### config.mk
export PLATFORM = sky130hd
export DESIGN_NAME = bcd_digit_scanner
export DESIGN_NICKNAME = d
export VERILOG_FILES = /design/src/rtl/scan_pkg.sv /design/src/rtl/scan_sequencer.sv /design/src/rtl/scan_bin2bcd.sv /design/src/rtl/bcd_digit_scanner.sv
export SDC_FILE = /design/constraint.sdc
export NUM_CORES = 1
export LEC_CHECK = 0
export BUFFER_PORTS_ARGS = -buffer_cell sky130_fd_sc_hd__buf_2
export CORE_MARGIN = 3
export CORE_UTILIZATION = 55
export DETAILED_ROUTE_END_ITERATION = 12
export PLACE_DENSITY = 0.8
export SYNTH_ARGS = -nofsm -noshare
export SYNTH_HDL_FRONTEND = slang
export SYNTH_HIERARCHICAL = 1
export SYNTH_SLANG_ARGS = --single-unit
### constraint.sdc
create_clock -name clk -period 2.3 [get_ports clk]
set_clock_uncertainty 0.1 [all_clocks]
set_input_delay 0.23 -clock clk [delete_from_list [all_inputs] [get_ports clk]]
set_output_delay 0.23 -clock clk [all_outputs]
set_load 0.005 [all_outputs]
### src/rtl/scan_pkg.sv
package scan_pkg;

  typedef enum logic [1:0] {
    SLOT_MSD = 2'd0,
    SLOT_NSD = 2'd1,
    SLOT_LSD = 2'd2
  } slot_e;

  typedef enum logic [1:0] {
    DISP_POS = 2'd0,
    DISP_NEG = 2'd1,
    DISP_OVP = 2'd2,
    DISP_OVN = 2'd3
  } disp_e;

  localparam int          NUM_DIGITS = 3;
  localparam int          BCD_W      = 4 * NUM_DIGITS;
  localparam int          MAX_POS    = 999;
  localparam int          MIN_NEG    = -99;
  localparam logic [3:0]  CODE_MINUS = 4'hA;
  localparam logic [3:0]  CODE_OVN   = 4'hA;
  localparam logic [3:0]  CODE_OVP   = 4'hB;
  localparam logic [3:0]  BUS_IDLE   = 4'hF;

  function automatic slot_e slot_after(slot_e s);
    case (s)
      SLOT_MSD: slot_after = SLOT_NSD;
      SLOT_NSD: slot_after = SLOT_LSD;
      default:  slot_after = SLOT_MSD;
    endcase
  endfunction

endpackage

### src/rtl/scan_sequencer.sv
module scan_sequencer
  import scan_pkg::*;
#(
  parameter int DWELL_CYC = 8,
  parameter int GAP_CYC   = 2
) (
  input  logic  clk,
  input  logic  rst_n,
  output slot_e slot,
  output logic  blank
);

  localparam int LIM   = (DWELL_CYC > GAP_CYC) ? DWELL_CYC : GAP_CYC;
  localparam int CNT_W = $clog2(LIM + 1);
  localparam logic [CNT_W-1:0] DWELL_LAST = CNT_W'(DWELL_CYC - 1);
  localparam logic [CNT_W-1:0] GAP_LAST   = CNT_W'(GAP_CYC - 1);

  logic [CNT_W-1:0] cnt_q, cnt_d;
  slot_e            slot_q, slot_d;
  logic             gap_q, gap_d;

  always_comb begin
    cnt_d  = cnt_q + 1'b1;
    slot_d = slot_q;
    gap_d  = gap_q;
    if (!gap_q && cnt_q == DWELL_LAST) begin
      cnt_d = '0;
      gap_d = 1'b1;
    end else if (gap_q && cnt_q == GAP_LAST) begin
      cnt_d  = '0;
      gap_d  = 1'b0;
      slot_d = slot_after(slot_q);
    end
  end

  always_ff @(posedge clk or negedge rst_n) begin
    if (!rst_n) begin
      cnt_q  <= '0;
      slot_q <= SLOT_MSD;
      gap_q  <= 1'b0;
    end else begin
      cnt_q  <= cnt_d;
      slot_q <= slot_d;
      gap_q  <= gap_d;
    end
  end

  assign slot  = slot_q;
  assign blank = gap_q;

endmodule

### src/rtl/scan_bin2bcd.sv
module scan_bin2bcd
  import scan_pkg::*;
#(
  parameter int MAG_W = 12
) (
  input  logic             clk,
  input  logic             rst_n,
  input  logic             start,
  input  logic [MAG_W-1:0] mag,
  output logic             busy,
  output logic             done,
  output logic [BCD_W-1:0] bcd
);

  localparam int SH_W  = BCD_W + MAG_W;
  localparam int CNT_W = $clog2(MAG_W + 1);

  logic [SH_W-1:0]  sh_q, sh_d, adj;
  logic [CNT_W-1:0] cnt_q, cnt_d;
  logic             busy_q, busy_d;
  logic             done_q, done_d;

  assign adj[MAG_W-1:0] = sh_q[MAG_W-1:0];

  generate
    for (genvar g = 0; g < NUM_DIGITS; g++) begin : g_adj
      logic [3:0] nib;
      assign nib = sh_q[MAG_W + 4*g +: 4];
      assign adj[MAG_W + 4*g +: 4] = (nib >= 4'd5) ? nib + 4'd3 : nib;
    end
  endgenerate

  always_comb begin
    sh_d   = sh_q;
    cnt_d  = cnt_q;
    busy_d = busy_q;
    done_d = 1'b0;
    if (start) begin
      sh_d   = {{BCD_W{1'b0}}, mag};
      cnt_d  = CNT_W'(MAG_W);
      busy_d = 1'b1;
    end else if (busy_q) begin
      sh_d  = adj << 1;
      cnt_d = cnt_q - 1'b1;
      if (cnt_q == CNT_W'(1)) begin
        busy_d = 1'b0;
        done_d = 1'b1;
      end
    end
  end

  always_ff @(posedge clk or negedge rst_n) begin
    if (!rst_n) begin
      sh_q   <= '0;
      cnt_q  <= '0;
      busy_q <= 1'b0;
      done_q <= 1'b0;
    end else begin
      sh_q   <= sh_d;
      cnt_q  <= cnt_d;
      busy_q <= busy_d;
      done_q <= done_d;
    end
  end

  assign busy = busy_q;
  assign done = done_q;
  assign bcd  = sh_q[SH_W-1 -: BCD_W];

endmodule

### src/rtl/bcd_digit_scanner.sv
module bcd_digit_scanner
  import scan_pkg::*;
#(
  parameter int VAL_W     = 12,
  parameter int DWELL_CYC = 8,
  parameter int GAP_CYC   = 2
) (
  input  logic                    clk,
  input  logic                    rst_n,
  input  logic                    load,
  input  logic signed [VAL_W-1:0] reading,
  input  logic                    ovr_pos,
  input  logic                    ovr_neg,
  input  logic                    hold,
  output logic [3:0]              bcd_n,
  output logic                    msd_n,
  output logic                    nsd_n,
  output logic                    lsd_n
);

  logic rst_meta, rst_i_n;

  always_ff @(posedge clk or negedge rst_n) begin
    if (!rst_n) begin
      rst_meta <= 1'b0;
      rst_i_n  <= 1'b0;
    end else begin
      rst_meta <= 1'b1;
      rst_i_n  <= rst_meta;
    end
  end

  // Classification of the offered reading
  logic signed [VAL_W-1:0] neg_val;
  disp_e                   cls_mode;
  logic [VAL_W-1:0]        cls_mag;

  always_comb begin
    neg_val  = -reading;
    cls_mode = DISP_POS;
    cls_mag  = $unsigned(reading);
    if (ovr_pos || int'(reading) > MAX_POS) begin
      cls_mode = DISP_OVP;
      cls_mag  = '0;
    end else if (ovr_neg || int'(reading) < MIN_NEG) begin
      cls_mode = DISP_OVN;
      cls_mag  = '0;
    end else if (reading < 0) begin
      cls_mode = DISP_NEG;
      cls_mag  = $unsigned(neg_val);
    end
  end

  logic             conv_busy, conv_done, accept, commit;
  logic [BCD_W-1:0] conv_bcd;

  assign accept = load && !hold && !conv_busy;
  assign commit = conv_done && !hold;

  scan_bin2bcd #(.MAG_W(VAL_W)) u_conv (
    .clk   (clk),
    .rst_n (rst_i_n),
    .start (accept),
    .mag   (cls_mag),
    .busy  (conv_busy),
    .done  (conv_done),
    .bcd   (conv_bcd)
  );

  // Pending class and display register
  disp_e            pend_mode, pend_mode_d;
  disp_e            disp_mode, disp_mode_d;
  logic [BCD_W-1:0] disp_bcd, disp_bcd_d;

  always_comb begin
    pend_mode_d = accept ? cls_mode : pend_mode;
    disp_mode_d = disp_mode;
    disp_bcd_d  = disp_bcd;
    if (commit) begin
      disp_mode_d = pend_mode;
      disp_bcd_d  = conv_bcd;
    end
  end

  always_ff @(posedge clk or negedge rst_i_n) begin
    if (!rst_i_n) begin
      pend_mode <= DISP_POS;
      disp_mode <= DISP_POS;
      disp_bcd  <= '0;
    end else begin
      pend_mode <= pend_mode_d;
      disp_mode <= disp_mode_d;
      disp_bcd  <= disp_bcd_d;
    end
  end

  // Scan sequencing and output drive
  slot_e slot;
  logic  blank;

  scan_sequencer #(.DWELL_CYC(DWELL_CYC), .GAP_CYC(GAP_CYC)) u_seq (
    .clk   (clk),
    .rst_n (rst_i_n),
    .slot  (slot),
    .blank (blank)
  );

  logic [3:0] digit_sel, code;

  always_comb begin
    case (slot)
      SLOT_MSD: digit_sel = disp_bcd[11:8];
      SLOT_NSD: digit_sel = disp_bcd[7:4];
      default:  digit_sel = disp_bcd[3:0];
    endcase
    case (disp_mode)
      DISP_OVP: code = CODE_OVP;
      DISP_OVN: code = CODE_OVN;
      DISP_NEG: code = (slot == SLOT_MSD) ? CODE_MINUS : digit_sel;
      default:  code = digit_sel;
    endcase
  end

  logic [NUM_DIGITS-1:0] strobe_n;

  generate
    for (genvar d = 0; d < NUM_DIGITS; d++) begin : g_strobe
      assign strobe_n[d] = !(!blank && slot == slot_e'(d));
    end
  endgenerate

  assign msd_n = strobe_n[0];
  assign nsd_n = strobe_n[1];
  assign lsd_n = strobe_n[2];
  assign bcd_n = blank ? BUS_IDLE : ~code;

endmodule

==> impl_metrics.xml, run 1 <==
<?xml version="1.0" encoding="UTF-8"?>
<metrics>
  <group name="clock_tree">
    <metric name="htree_levels" unit="">2</metric>
    <metric name="cts_max_path_buffers" unit="">2</metric>
    <metric name="cts.reportedPaths.clkPinSlew" unit="ps">100</metric>
    <metric name="cts_num_sinks" unit="">55</metric>
    <metric name="cts_inserted_buffers" unit="">5</metric>
    <metric name="post_cts_resize_count" unit="">0</metric>
    <metric name="cts_tree" unit="">built</metric>
    <metric name="clock_latency" unit="ps">310</metric>
    <metric name="root_buffer" unit="">clkbuf_8</metric>
  </group>
  <group name="job">
    <metric name="drv.max_cap_violation_count" unit="">0</metric>
  </group>
  <group name="finish">
    <metric name="layout-area-overhead-vs-synth" unit="%">9.77</metric>
    <metric name="stdcell_count" unit="">400</metric>
    <metric name="filler_cell_count" unit="">430</metric>
    <metric name="antenna-diode-count" unit="">0</metric>
    <metric name="final_net_count" unit="">359</metric>
    <metric name="layout-drive-gt1-share" unit="%">21.2</metric>
  </group>
  <group name="place">
    <metric name="portBuffers" unit="">24</metric>
    <metric name="detailed_place_hpwl" unit="µm">3910</metric>
    <metric name="gp_routability_congestion" unit="">0.801</metric>
    <metric name="dp_cells" unit="">391</metric>
  </group>
  <group name="logic_synthesis">
    <metric name="most_common_cell_in_the_synthesized_netlist" unit="">dfrtp_1</metric>
    <metric name="synth.lib_cells_used.distinct" unit="">60</metric>
    <metric name="netlist.area_leader.share" unit="%">44.6</metric>
    <metric name="synth_edf_count" unit="">0</metric>
    <metric name="yosysWarnings" unit="">6</metric>
    <metric name="synth.largest_area_cell" unit="">dfrtp_1</metric>
    <metric name="synth_area_per_cell" unit="µm²">10.1</metric>
    <metric name="async_flop_share" unit="%">100</metric>
    <metric name="syn_inst" unit="">305</metric>
    <metric name="synth_common_cells" unit="">dfrtp_1 (55), nand2_1 (28), nor2_1 (23)</metric>
    <metric name="synth.yosys.seq_area_share" unit="%">44.6</metric>
    <metric name="ys_seq_elements" unit="">55</metric>
    <metric name="yosys_most_used_dff" unit="">dfrtp_1</metric>
    <metric name="ys_top_cells_by_area" unit="">dfrtp_1 (45%), mux2_2 (7.3%), mux2i_1 (5.2%), ha_1 (4.9%), nand2_1 (3.4%)</metric>
    <metric name="synthesis.area" unit="µm²">3090</metric>
  </group>
  <group name="drt">
    <metric name="detailedRoute.firstIterationViolations" unit="">151</metric>
    <metric name="detailed_routing_iterations_pass_1" unit="">4</metric>
    <metric name="top_layer" unit="">met4</metric>
    <metric name="met3_wirelength" unit="µm">198</metric>
    <metric name="routed-via-count" unit="">2250</metric>
    <metric name="drt-total-wl" unit="µm">5510</metric>
    <metric name="route.detailed.wl_per_inst" unit="µm">13.8</metric>
    <metric name="antenna_violating_nets_post_route" unit="">0</metric>
    <metric name="via_per_inst" unit="">5.63</metric>
    <metric name="number_of_remaining_drc_errors" unit="">0</metric>
    <metric name="wl_met2" unit="µm">2710</metric>
    <metric name="route.layer.met1.wl" unit="µm">2520</metric>
  </group>
  <group name="setup_path">
    <metric name="critPathKind" unit="">reg2out</metric>
    <metric name="critical_path.max_fanout" unit="">11</metric>
    <metric name="required_time_worst_endpoint" unit="ps">1970</metric>
    <metric name="worst_setup_path_startpoint" unit="">u_seq/slot[0]$_DFFE_PN0P_</metric>
    <metric name="timing.critical_path.to_type" unit="">output pin</metric>
    <metric name="r2r_setup_slack" unit="ps">500</metric>
    <metric name="worstPathArrival" unit="ps">1780</metric>
    <metric name="r2r-start" unit="">u_conv/sh_q[16]$_DFFE_PN0P_</metric>
    <metric name="worst_setup_path_start_kind" unit="">flop</metric>
  </group>
  <group name="power_and_ir_drop">
    <metric name="power_density" unit="nW/µm²">962</metric>
    <metric name="p_leak" unit="nW">1.56</metric>
    <metric name="vdd.ir_drop.worst" unit="mV">0.539</metric>
  </group>
  <group name="sta">
    <metric name="worst_hold_slack" unit="ps">123</metric>
    <metric name="minimum_clock_period_after_layout" unit="ps">2110</metric>
    <metric name="tightest_slew" unit="ps">505</metric>
    <metric name="rsz0062_at_grt" unit="">no</metric>
    <metric name="timing.final.hold_violations" unit="">0</metric>
    <metric name="period_share" unit="%">91.6</metric>
    <metric name="worst_slew_margin_rel" unit="%">66.4</metric>
    <metric name="finalSetupTns" unit="ps">0</metric>
    <metric name="fmax" unit="MHz">475</metric>
    <metric name="timing.final.setup_violations" unit="">0</metric>
    <metric name="drv_slew" unit="">0</metric>
  </group>
  <group name="floorplan">
    <metric name="initial_utilization" unit="%">58.6</metric>
    <metric name="floorplan.die_area" unit="µm²">6550</metric>
    <metric name="floorplan.io_pins" unit="">25</metric>
    <metric name="dieWidth" unit="µm">80.9</metric>
    <metric name="dieHeight" unit="µm">80.9</metric>
    <metric name="core-area" unit="µm²">5270</metric>
    <metric name="rows" unit="">26</metric>
  </group>
  <group name="grt">
    <metric name="antenna_found_initial" unit="">0</metric>
    <metric name="grt_pass1_vias" unit="">2109</metric>
    <metric name="grt.overflow.total" unit="">0</metric>
    <metric name="grtUsageTotal" unit="%">18.5</metric>
    <metric name="grt_first_pass_wirelength" unit="µm">9570</metric>
    <metric name="grt_start_max_net_pins" unit="">48</metric>
  </group>
  <group name="hold_path">
    <metric name="timing.hold.worst.class" unit="">reg2async</metric>
  </group>
  <group name="status">
    <metric name="outcome" unit="">finished clean</metric>
  </group>
</metrics>
-- registers in the layout, indices dropped and copies added, names as in the netlist --
signal / cells
u_conv/sh_q: 24
u_conv/busy: 1
rst_i_n: 1
disp_bcd: 12
u_seq/cnt_q: 4
u_seq/blank: 1
disp_mode: 2
u_conv/cnt_q: 4
u_seq/slot: 2
rst_meta: 1
pend_mode: 2
u_conv/done: 1
-- cell usage in the layout, fill, tap and decap left out, types with 6 or more instances in the layout --
cell type,count
xor2_1,7
o21ai_1,13
clkbuf_8,6
mux2i_1,16
a21oi_1,12
o21ai_0,15
buf_2,24
nor2_1,23
nand2_1,28
ha_1,12
mux2_2,20
nand3_1,6
dfrtp_1,54
nand2b_1,6
inv_1,18
-- worst max-delay path: stages, from the launching register on --
cell and delay [ps]:
dfrtp_1 540, mux2_2 370, mux2_2 250, o211ai_1 150, buf_2 140
-- layout make-up --
type                       instances  area [µm²]  area share (%)
timing repair buffer              30         180            5.32
multi-input combinational        218        1570            46.4
sequential                        55        1380            40.7
inverter                          19        71.3            2.10
tap                               70        87.6            2.58
clock buffer                       6        82.6            2.44
clock inverter                     2        16.3           0.480
-- report_power, final --
group | total (W) | internal, W | leakage, nW | switching, W
clock | 0.000565 | 0.000246 | 0.0474 | 0.000319
combinational | 0.00116 | 0.000561 | 0.805 | 0.000595
sequential | 0.00154 | 0.00126 | 0.709 | 0.000277
-- metal layers --
layer  track usage [%]  vias up
met1              24.0     1081
met3              3.33        7
met2              31.6       47
met5                 0        -
li1                  -     1115
met4              5.74        0
-- timing repair --
action,in CTS,in global routing
setup buffers,0,0
endpoints found under the hold margin,2,0
hold buffers,1,0
-- path summary, 6_finish.rpt --
kind                       cells after the start                          end
max                                            4                     bcd_n[0]
min                                            0     disp_mode[0]$_DFFE_PN0P_
max reg2reg                                    6  u_conv/sh_q[17]$_DFFE_PN0P_
min reg2reg                                    0     disp_mode[0]$_DFFE_PN0P_
max in group asynchronous                      1  u_conv/cnt_q[2]$_DFFE_PN0P_
min in group clk                               4     pend_mode[0]$_DFFE_PN0P_
-- logic make-up after synthesis --
family / share of synthesized area, %
xor+xnor: 2.55
compound gates: 13.5
simple gates: 16.3
buf+inv: 4.74
mux: 13.2
other cells: 0.243
flops: 44.6
fa+ha+maj: 4.86
-- metrics by stage --
step                      total power, W  worst slack (ps)  area, µm²  util, %
final                            0.00326               194       3390     64.3
after global routing             0.00350              98.7       3390     64.3
after detailed placement         0.00270               540       3280     62.2
after global placement           0.00264               583       3280     62.2
after floorplan                  0.00244               549       3090        -
after CTS                        0.00328               182       3390     64.3
Power figures use the tool's default switching activity.
==> run 2, diff against run 1 <==
PLACE_DENSITY = 0.73   (was 0.8)
==> impl_metrics.xml, run 2 (synthesized netlist as in run 1, its figures left out) <==
<?xml version="1.0" encoding="UTF-8"?>
<metrics>
  <group name="status">
    <metric name="outcome" unit="">finished clean</metric>
  </group>
  <group name="grt">
    <metric name="grt_first_pass_wirelength" unit="µm">9380</metric>
    <metric name="antenna_found_initial" unit="">0</metric>
    <metric name="grt_start_max_net_pins" unit="">48</metric>
    <metric name="grt.overflow.total" unit="">0</metric>
    <metric name="grtUsageTotal" unit="%">18.2</metric>
    <metric name="grt_pass1_vias" unit="">2112</metric>
  </group>
  <group name="power_and_ir_drop">
    <metric name="p_leak" unit="nW">1.55</metric>
    <metric name="power_density" unit="nW/µm²">947</metric>
    <metric name="vdd.ir_drop.worst" unit="mV">0.508</metric>
  </group>
  <group name="setup_path">
    <metric name="worst_setup_path_start_kind" unit="">flop</metric>
    <metric name="worstPathArrival" unit="ps">1740</metric>
    <metric name="required_time_worst_endpoint" unit="ps">1970</metric>
    <metric name="critical_path.max_fanout" unit="">11</metric>
    <metric name="critPathKind" unit="">reg2out</metric>
    <metric name="timing.critical_path.to_type" unit="">output pin</metric>
  </group>
  <group name="clock_tree">
    <metric name="clock_latency" unit="ps">310</metric>
    <metric name="cts_tree" unit="">built</metric>
    <metric name="cts_inserted_buffers" unit="">5</metric>
    <metric name="cts_max_path_buffers" unit="">2</metric>
    <metric name="cts.reportedPaths.clkPinSlew" unit="ps">90</metric>
    <metric name="cts_num_sinks" unit="">55</metric>
    <metric name="root_buffer" unit="">clkbuf_8</metric>
    <metric name="htree_levels" unit="">2</metric>
    <metric name="post_cts_resize_count" unit="">0</metric>
  </group>
  <group name="place">
    <metric name="portBuffers" unit="">24</metric>
    <metric name="place_area" unit="µm²">3270</metric>
    <metric name="detailed_place_hpwl" unit="µm">3980</metric>
    <metric name="gp_routability_congestion" unit="">0.784</metric>
    <metric name="dp_cells" unit="">391</metric>
  </group>
  <group name="drt">
    <metric name="number_of_remaining_drc_errors" unit="">0</metric>
    <metric name="antenna_violating_nets_post_route" unit="">0</metric>
    <metric name="detailedRoute.firstIterationViolations" unit="">87</metric>
    <metric name="detailed_routing_iterations_pass_1" unit="">4</metric>
    <metric name="routed-via-count" unit="">2241</metric>
    <metric name="route.detailed.wl_per_inst" unit="µm">13.6</metric>
    <metric name="drt-total-wl" unit="µm">5420</metric>
    <metric name="via_per_inst" unit="">5.60</metric>
  </group>
  <group name="sta">
    <metric name="timing.final.setup_violations" unit="">0</metric>
    <metric name="fmax" unit="MHz">483</metric>
    <metric name="drv_slew" unit="">0</metric>
    <metric name="rsz0062_at_grt" unit="">no</metric>
    <metric name="finalSetupTns" unit="ps">0</metric>
    <metric name="timing.final.hold_violations" unit="">0</metric>
    <metric name="minimum_clock_period_after_layout" unit="ps">2070</metric>
    <metric name="period_share" unit="%">89.9</metric>
  </group>
  <group name="finish">
    <metric name="layout-drive-gt1-share" unit="%">20.6</metric>
    <metric name="filler_cell_count" unit="">447</metric>
    <metric name="antenna-diode-count" unit="">0</metric>
    <metric name="layout.cell_area.non_filler" unit="µm²">3360</metric>
    <metric name="layout-area-overhead-vs-synth" unit="%">8.80</metric>
    <metric name="multiInputGateArea" unit="µm²">1570</metric>
    <metric name="layout_top_registers" unit="">u_conv/sh_q: 24 flops, disp_bcd: 12 flops</metric>
    <metric name="layout_common_cells" unit="">dfrtp_1 (54), nand2_1 (28), buf_2 (24)</metric>
    <metric name="stdcell_count" unit="">400</metric>
    <metric name="top_register" unit="">u_conv/sh_q</metric>
    <metric name="sequential_cell_area" unit="µm²">1380</metric>
    <metric name="final_net_count" unit="">359</metric>
    <metric name="layout.cells.most_common" unit="">dfrtp_1</metric>
    <metric name="largest_register_ff_count" unit="">24</metric>
  </group>
  <group name="floorplan">
    <metric name="dieHeight" unit="µm">80.9</metric>
    <metric name="rows" unit="">26</metric>
    <metric name="initial_utilization" unit="%">58.6</metric>
    <metric name="floorplan.io_pins" unit="">25</metric>
    <metric name="dieWidth" unit="µm">80.9</metric>
    <metric name="floorplan.die_area" unit="µm²">6550</metric>
    <metric name="core-area" unit="µm²">5270</metric>
  </group>
  <group name="hold_path">
    <metric name="timing.hold.worst.class" unit="">in2reg</metric>
  </group>
  <group name="job">
    <metric name="drv.max_cap_violation_count" unit="">0</metric>
  </group>
</metrics>
run 2: cell types whose count changed in the layout (fill, tap and decap cells not counted), sizes merged:
cell / previous run / this run
clkinvlp: 1 / 0
clkbuf: 6 / 7
run 2: path summary, 6_finish.rpt:
| kind | slack, ps | startpoint | depth (start not counted) | endpoint |
|---|---|---|---|---|
| setup reg to reg | 560 | u_conv/sh_q[16]$_DFFE_PN0P_ | 6 | u_conv/sh_q[17]$_DFFE_PN0P_ |
| hold reg to reg | 130 | rst_i_n$_DFF_PN0_ | 0 | u_conv/sh_q[6]$_DFFE_PN0P_ |
| min in group asynchronous | 130 | rst_n | 2 | rst_i_n$_DFF_PN0_ |
| hold / removal | 110 | ovr_pos | 4 | pend_mode[0]$_DFFE_PN0P_ |
| max in group asynchronous | 1340 | rst_i_n$_DFF_PN0_ | 1 | disp_bcd[1]$_DFFE_PN0P_ |
| setup / recovery | 230 | u_seq/slot[0]$_DFFE_PN0P_ | 4 | bcd_n[0] |
run 2: critical path: stages (launching register included):
cell and delay (ps):
dfrtp_1 530, mux2_2 370, mux2_2 260, o211ai_1 140, buf_2 130
run 2: layer usage:
layer  global-route usage, %  routed length, µm  up-vias
li1                        -                  -     1119
met1                    23.5               2480     1083
met2                    31.0               2730       32
met3                    3.33                150        7
met4                    5.57                 61        0
met5                       0                  0        -
run 2: area by class of cell:
cell class / instances / share of cell area [%]
timing repair buffer: 30 / 4.99
tap: 70 / 2.61
clock inverter: 1 / 0.149
inverter: 19 / 2.12
multi-input combinational: 218 / 46.8
sequential: 55 / 41.0
clock buffer: 7 / 2.27
run 2: per-stage QoR:
step           total power [W]  util [%]  worst slack [ps]  hold WS [ps]
2_1_floorplan          0.00244         -               549          -166
3_3_place_gp           0.00263      62.0               582         -81.4
3_5_place_dp           0.00269      62.0               537         -80.8
4_1_cts                0.00320      63.7               212           111
5_1_grt                0.00344      63.7               116           131
6_report               0.00318      63.7               231           114
run 2: power breakdown:
| group | switching, W | total [W] | internal, W |
|---|---|---|---|
| logic | 0.000578 | 0.00113 | 0.000554 |
| clock network | 0.000300 | 0.000515 | 0.000215 |
| registers | 0.000270 | 0.00153 | 0.00126 |
run 2: timing repair:
action / in CTS / in global routing
hold buffers: 1 / 0
setup buffers: 0 / 0
endpoints found under the hold margin: 2 / 0
==> run 3, diff against run 2 <==
ABC_AREA = 1   (was unset)
ABC_CLOCK_PERIOD_IN_PS = 2300   (was unset)
==> impl_metrics.xml, run 3 <==
<?xml version="1.0" encoding="UTF-8"?>
<metrics>
  <group name="setup_path">
    <metric name="worstPathArrival" unit="ps">1990</metric>
    <metric name="worst_setup_path_start_kind" unit="">flop</metric>
    <metric name="crit_path_most_repeated_cell" unit="">nand2_1</metric>
    <metric name="path_cells" unit="">nor2_1 -&gt; nor2_4 -&gt; inv_2 -&gt; nand2_1 -&gt; nand2_1 -&gt; nand3_1</metric>
    <metric name="worst_path_max_delay_cell" unit="">nor2_1</metric>
    <metric name="worst_path_dominant_cell_family" unit="">simple AND/OR/NAND/NOR gates</metric>
    <metric name="critPathKind" unit="">reg2reg</metric>
    <metric name="cp_num_buf_inv" unit="">1</metric>
    <metric name="critical_path.max_fanout" unit="">18</metric>
    <metric name="timing.critical_path.to_type" unit="">flop</metric>
    <metric name="required_time_worst_endpoint" unit="ps">2380</metric>
    <metric name="cpPeakStageDelay" unit="ps">540</metric>
  </group>
  <group name="grt">
    <metric name="grtUsageTotal" unit="%">20.4</metric>
    <metric name="grt_pass1_vias" unit="">2473</metric>
    <metric name="grt_start_max_net_pins" unit="">28</metric>
    <metric name="antenna_found_initial" unit="">0</metric>
    <metric name="grt.overflow.total" unit="">0</metric>
    <metric name="grt_first_pass_wirelength" unit="µm">10400</metric>
  </group>
  <group name="logic_synthesis">
    <metric name="synth_common_cells" unit="">nand2_1 (107), dfrtp_1 (55), inv_1 (40)</metric>
    <metric name="synth.lib_cells_used.distinct" unit="">32</metric>
    <metric name="syn_inst" unit="">373</metric>
    <metric name="synth_edf_count" unit="">0</metric>
    <metric name="synth.largest_area_cell" unit="">dfrtp_1</metric>
    <metric name="netlist.area_leader.share" unit="%">44.8</metric>
    <metric name="async_flop_share" unit="%">100</metric>
    <metric name="synthesis.area" unit="µm²">3070</metric>
    <metric name="synth.yosys.seq_area_share" unit="%">44.8</metric>
    <metric name="ys_top_cells_by_area" unit="">dfrtp_1 (45%), nand2_1 (13%), ha_1 (4.9%), inv_1 (4.9%), mux2_2 (4.0%)</metric>
    <metric name="synth_area_per_cell" unit="µm²">8.24</metric>
    <metric name="ys_seq_elements" unit="">55</metric>
    <metric name="most_common_cell_in_the_synthesized_netlist" unit="">nand2_1</metric>
    <metric name="yosys_most_used_dff" unit="">dfrtp_1</metric>
    <metric name="yosysWarnings" unit="">6</metric>
  </group>
  <group name="sta">
    <metric name="minimum_clock_period_after_layout" unit="ps">1900</metric>
    <metric name="period_share" unit="%">82.8</metric>
    <metric name="drv_slew" unit="">0</metric>
    <metric name="finalSetupTns" unit="ps">0</metric>
    <metric name="worst_setup_margin" unit="ps">397</metric>
    <metric name="worst_slew_margin_rel" unit="%">56.0</metric>
    <metric name="fmax" unit="MHz">525</metric>
    <metric name="timing.final.hold_violations" unit="">0</metric>
    <metric name="tightest_slew" unit="ps">659</metric>
    <metric name="timing.final.setup_violations" unit="">0</metric>
    <metric name="rsz0062_at_grt" unit="">no</metric>
  </group>
  <group name="hold_path">
    <metric name="timing.hold.worst.class" unit="">in2reg</metric>
  </group>
  <group name="clock_tree">
    <metric name="cts_num_sinks" unit="">55</metric>
    <metric name="htree_levels" unit="">2</metric>
    <metric name="cts_tree" unit="">built</metric>
    <metric name="root_buffer" unit="">clkbuf_8</metric>
    <metric name="cts_max_path_buffers" unit="">2</metric>
    <metric name="cts_inserted_buffers" unit="">5</metric>
    <metric name="cts.reportedPaths.clkPinSlew" unit="ps">90</metric>
    <metric name="clock_latency" unit="ps">300</metric>
    <metric name="cts_setup_buffers" unit="">0</metric>
  </group>
  <group name="power_and_ir_drop">
    <metric name="vdd.ir_drop.worst" unit="mV">0.507</metric>
    <metric name="power_density" unit="nW/µm²">1050</metric>
    <metric name="p_leak" unit="nW">1.75</metric>
  </group>
  <group name="place">
    <metric name="portBuffers" unit="">24</metric>
    <metric name="detailedPlace.worstSlack" unit="ps">427</metric>
    <metric name="place_area" unit="µm²">3250</metric>
    <metric name="detailed_place_hpwl" unit="µm">4280</metric>
    <metric name="gp_routability_congestion" unit="">0.853</metric>
  </group>
  <group name="floorplan">
    <metric name="rows" unit="">26</metric>
    <metric name="dieWidth" unit="µm">80.7</metric>
    <metric name="core-area" unit="µm²">5270</metric>
    <metric name="floorplan.io_pins" unit="">25</metric>
    <metric name="dieHeight" unit="µm">80.7</metric>
    <metric name="floorplan.die_area" unit="µm²">6520</metric>
    <metric name="initial_utilization" unit="%">58.3</metric>
  </group>
  <group name="drt">
    <metric name="number_of_remaining_drc_errors" unit="">0</metric>
    <metric name="route.detailed.wl_per_inst" unit="µm">12.3</metric>
    <metric name="antenna_violating_nets_post_route" unit="">0</metric>
    <metric name="drt-total-wl" unit="µm">5820</metric>
    <metric name="routed-via-count" unit="">2447</metric>
    <metric name="detailed_routing_iterations_pass_1" unit="">4</metric>
    <metric name="detailedRoute.firstIterationViolations" unit="">124</metric>
    <metric name="via_per_inst" unit="">5.20</metric>
  </group>
  <group name="finish">
    <metric name="top_register" unit="">u_conv/sh_q</metric>
    <metric name="layout.cell_area.non_filler" unit="µm²">3370</metric>
    <metric name="layout_common_cells" unit="">nand2_1 (107), dfrtp_1 (54), inv_1 (40)</metric>
    <metric name="layout_top_registers" unit="">u_conv/sh_q: 24 flops, disp_bcd: 12 flops</metric>
    <metric name="layout.cells.most_common" unit="">nand2_1</metric>
    <metric name="final_net_count" unit="">430</metric>
    <metric name="largest_register_ff_count" unit="">24</metric>
    <metric name="layout-drive-gt1-share" unit="%">18.0</metric>
    <metric name="antenna-diode-count" unit="">0</metric>
    <metric name="layout-area-overhead-vs-synth" unit="%">9.77</metric>
  </group>
  <group name="status">
    <metric name="outcome" unit="">finished clean</metric>
  </group>
  <group name="job">
    <metric name="drv.max_cap_violation_count" unit="">0</metric>
  </group>
</metrics>
## run 3: cell count changes after synthesis, sizes merged, moves of 4 or more
cell    previous run  this run
a22oi              1        10
clkbuf             4         0
inv               18        44
mux2              22        11
mux2i             16         0
nand2             29       110
nand2b             6         0
nand3              6        20
nor2              23        35
o21ai             28        20
o22ai              1        10
## run 3: final timing paths
check / startpoint / endpoint / slack (ps) / cells past startpoint
min in group asynchronous: rst_n / rst_i_n$_DFF_PN0_ / 140 / 2
worst max register to register: u_conv/busy$_DFF_PN0_ / u_conv/cnt_q[3]$_DFFE_PN0P_ / 400 / 6
worst min-delay path: ovr_pos / pend_mode[0]$_DFFE_PN0P_ / 130 / 4
max in group asynchronous: rst_i_n$_DFF_PN0_ / u_conv/sh_q[9]$_DFFE_PN0P_ / 1370 / 1
worst max-delay path: u_conv/busy$_DFF_PN0_ / u_conv/cnt_q[3]$_DFFE_PN0P_ / 400 / 6
worst min register to register: rst_i_n$_DFF_PN0_ / disp_bcd[3]$_DFFE_PN0P_ / 180 / 0
## run 3: cell families (layout without fill, tap and decap cells)
logic type,after synthesis,in the layout,synth area share (%)
flip-flops,55,55,44.8
AO/OA/AOI/OAI,54,54,10.5
adder cells (fa/ha/maj),12,12,4.89
XOR/XNOR,7,7,2.00
other,2,3,0.244
buffers and inverters,52,79,7.57
AND/OR/NAND/NOR,180,180,26.0
multiplexers,11,11,4.03
## run 3: stage by stage
step	hold WS [ps]	power (W)	std cells	util, %
final	129	0.00356	471	64.0
after detailed placement	-82.4	0.00293	462	61.6
after CTS	119	0.00359	471	64.0
after global routing	135	0.00390	471	64.0
after floorplan	-166	0.00265	374	-
after global placement	-85.4	0.00286	462	61.6
## run 3: area by class of cell
type                            count  area [µm²]
Fill cell                         468        1900
Multi-Input combinational cell    267        1470
Sequential cell                    55        1380
Inverter                           44         165
Tap cell                           70        87.6
Timing Repair Buffer               27         158
Clock inverter                      2        35.0
Clock buffer                        6        82.6
## run 3: what timing repair did
item                      4_1_cts  5_1_grt
hold buffers                    1        0
hold endpoints to repair        2        0
gates resized for setup         0        0
## run 3: worst register-to-register path, cell delays in order (launching register included)
cell and delay (ps):
dfrtp_1 460, nor2_1 540, nor2_4 220, inv_2 250
nand2_1 90, nand2_1 70, nand3_1 70
## run 3: where the power goes
group / switching (W) / internal, W / leakage [nW]
registers: 0.000290 / 0.00134 / 0.693
logic: 0.000775 / 0.000506 / 0.994
clock network: 0.000298 / 0.000352 / 0.0612
total: 0.00136 / 0.00220 / 1.75
## run 3: routing by layer
layer  up-vias  track usage [%]  wire length (µm)
li1       1264                -                 -
met1      1118             24.9              2590
met2        58             35.8              2880
met3         7             3.66               264
met4         0             7.94                82
met5         -                0                 0
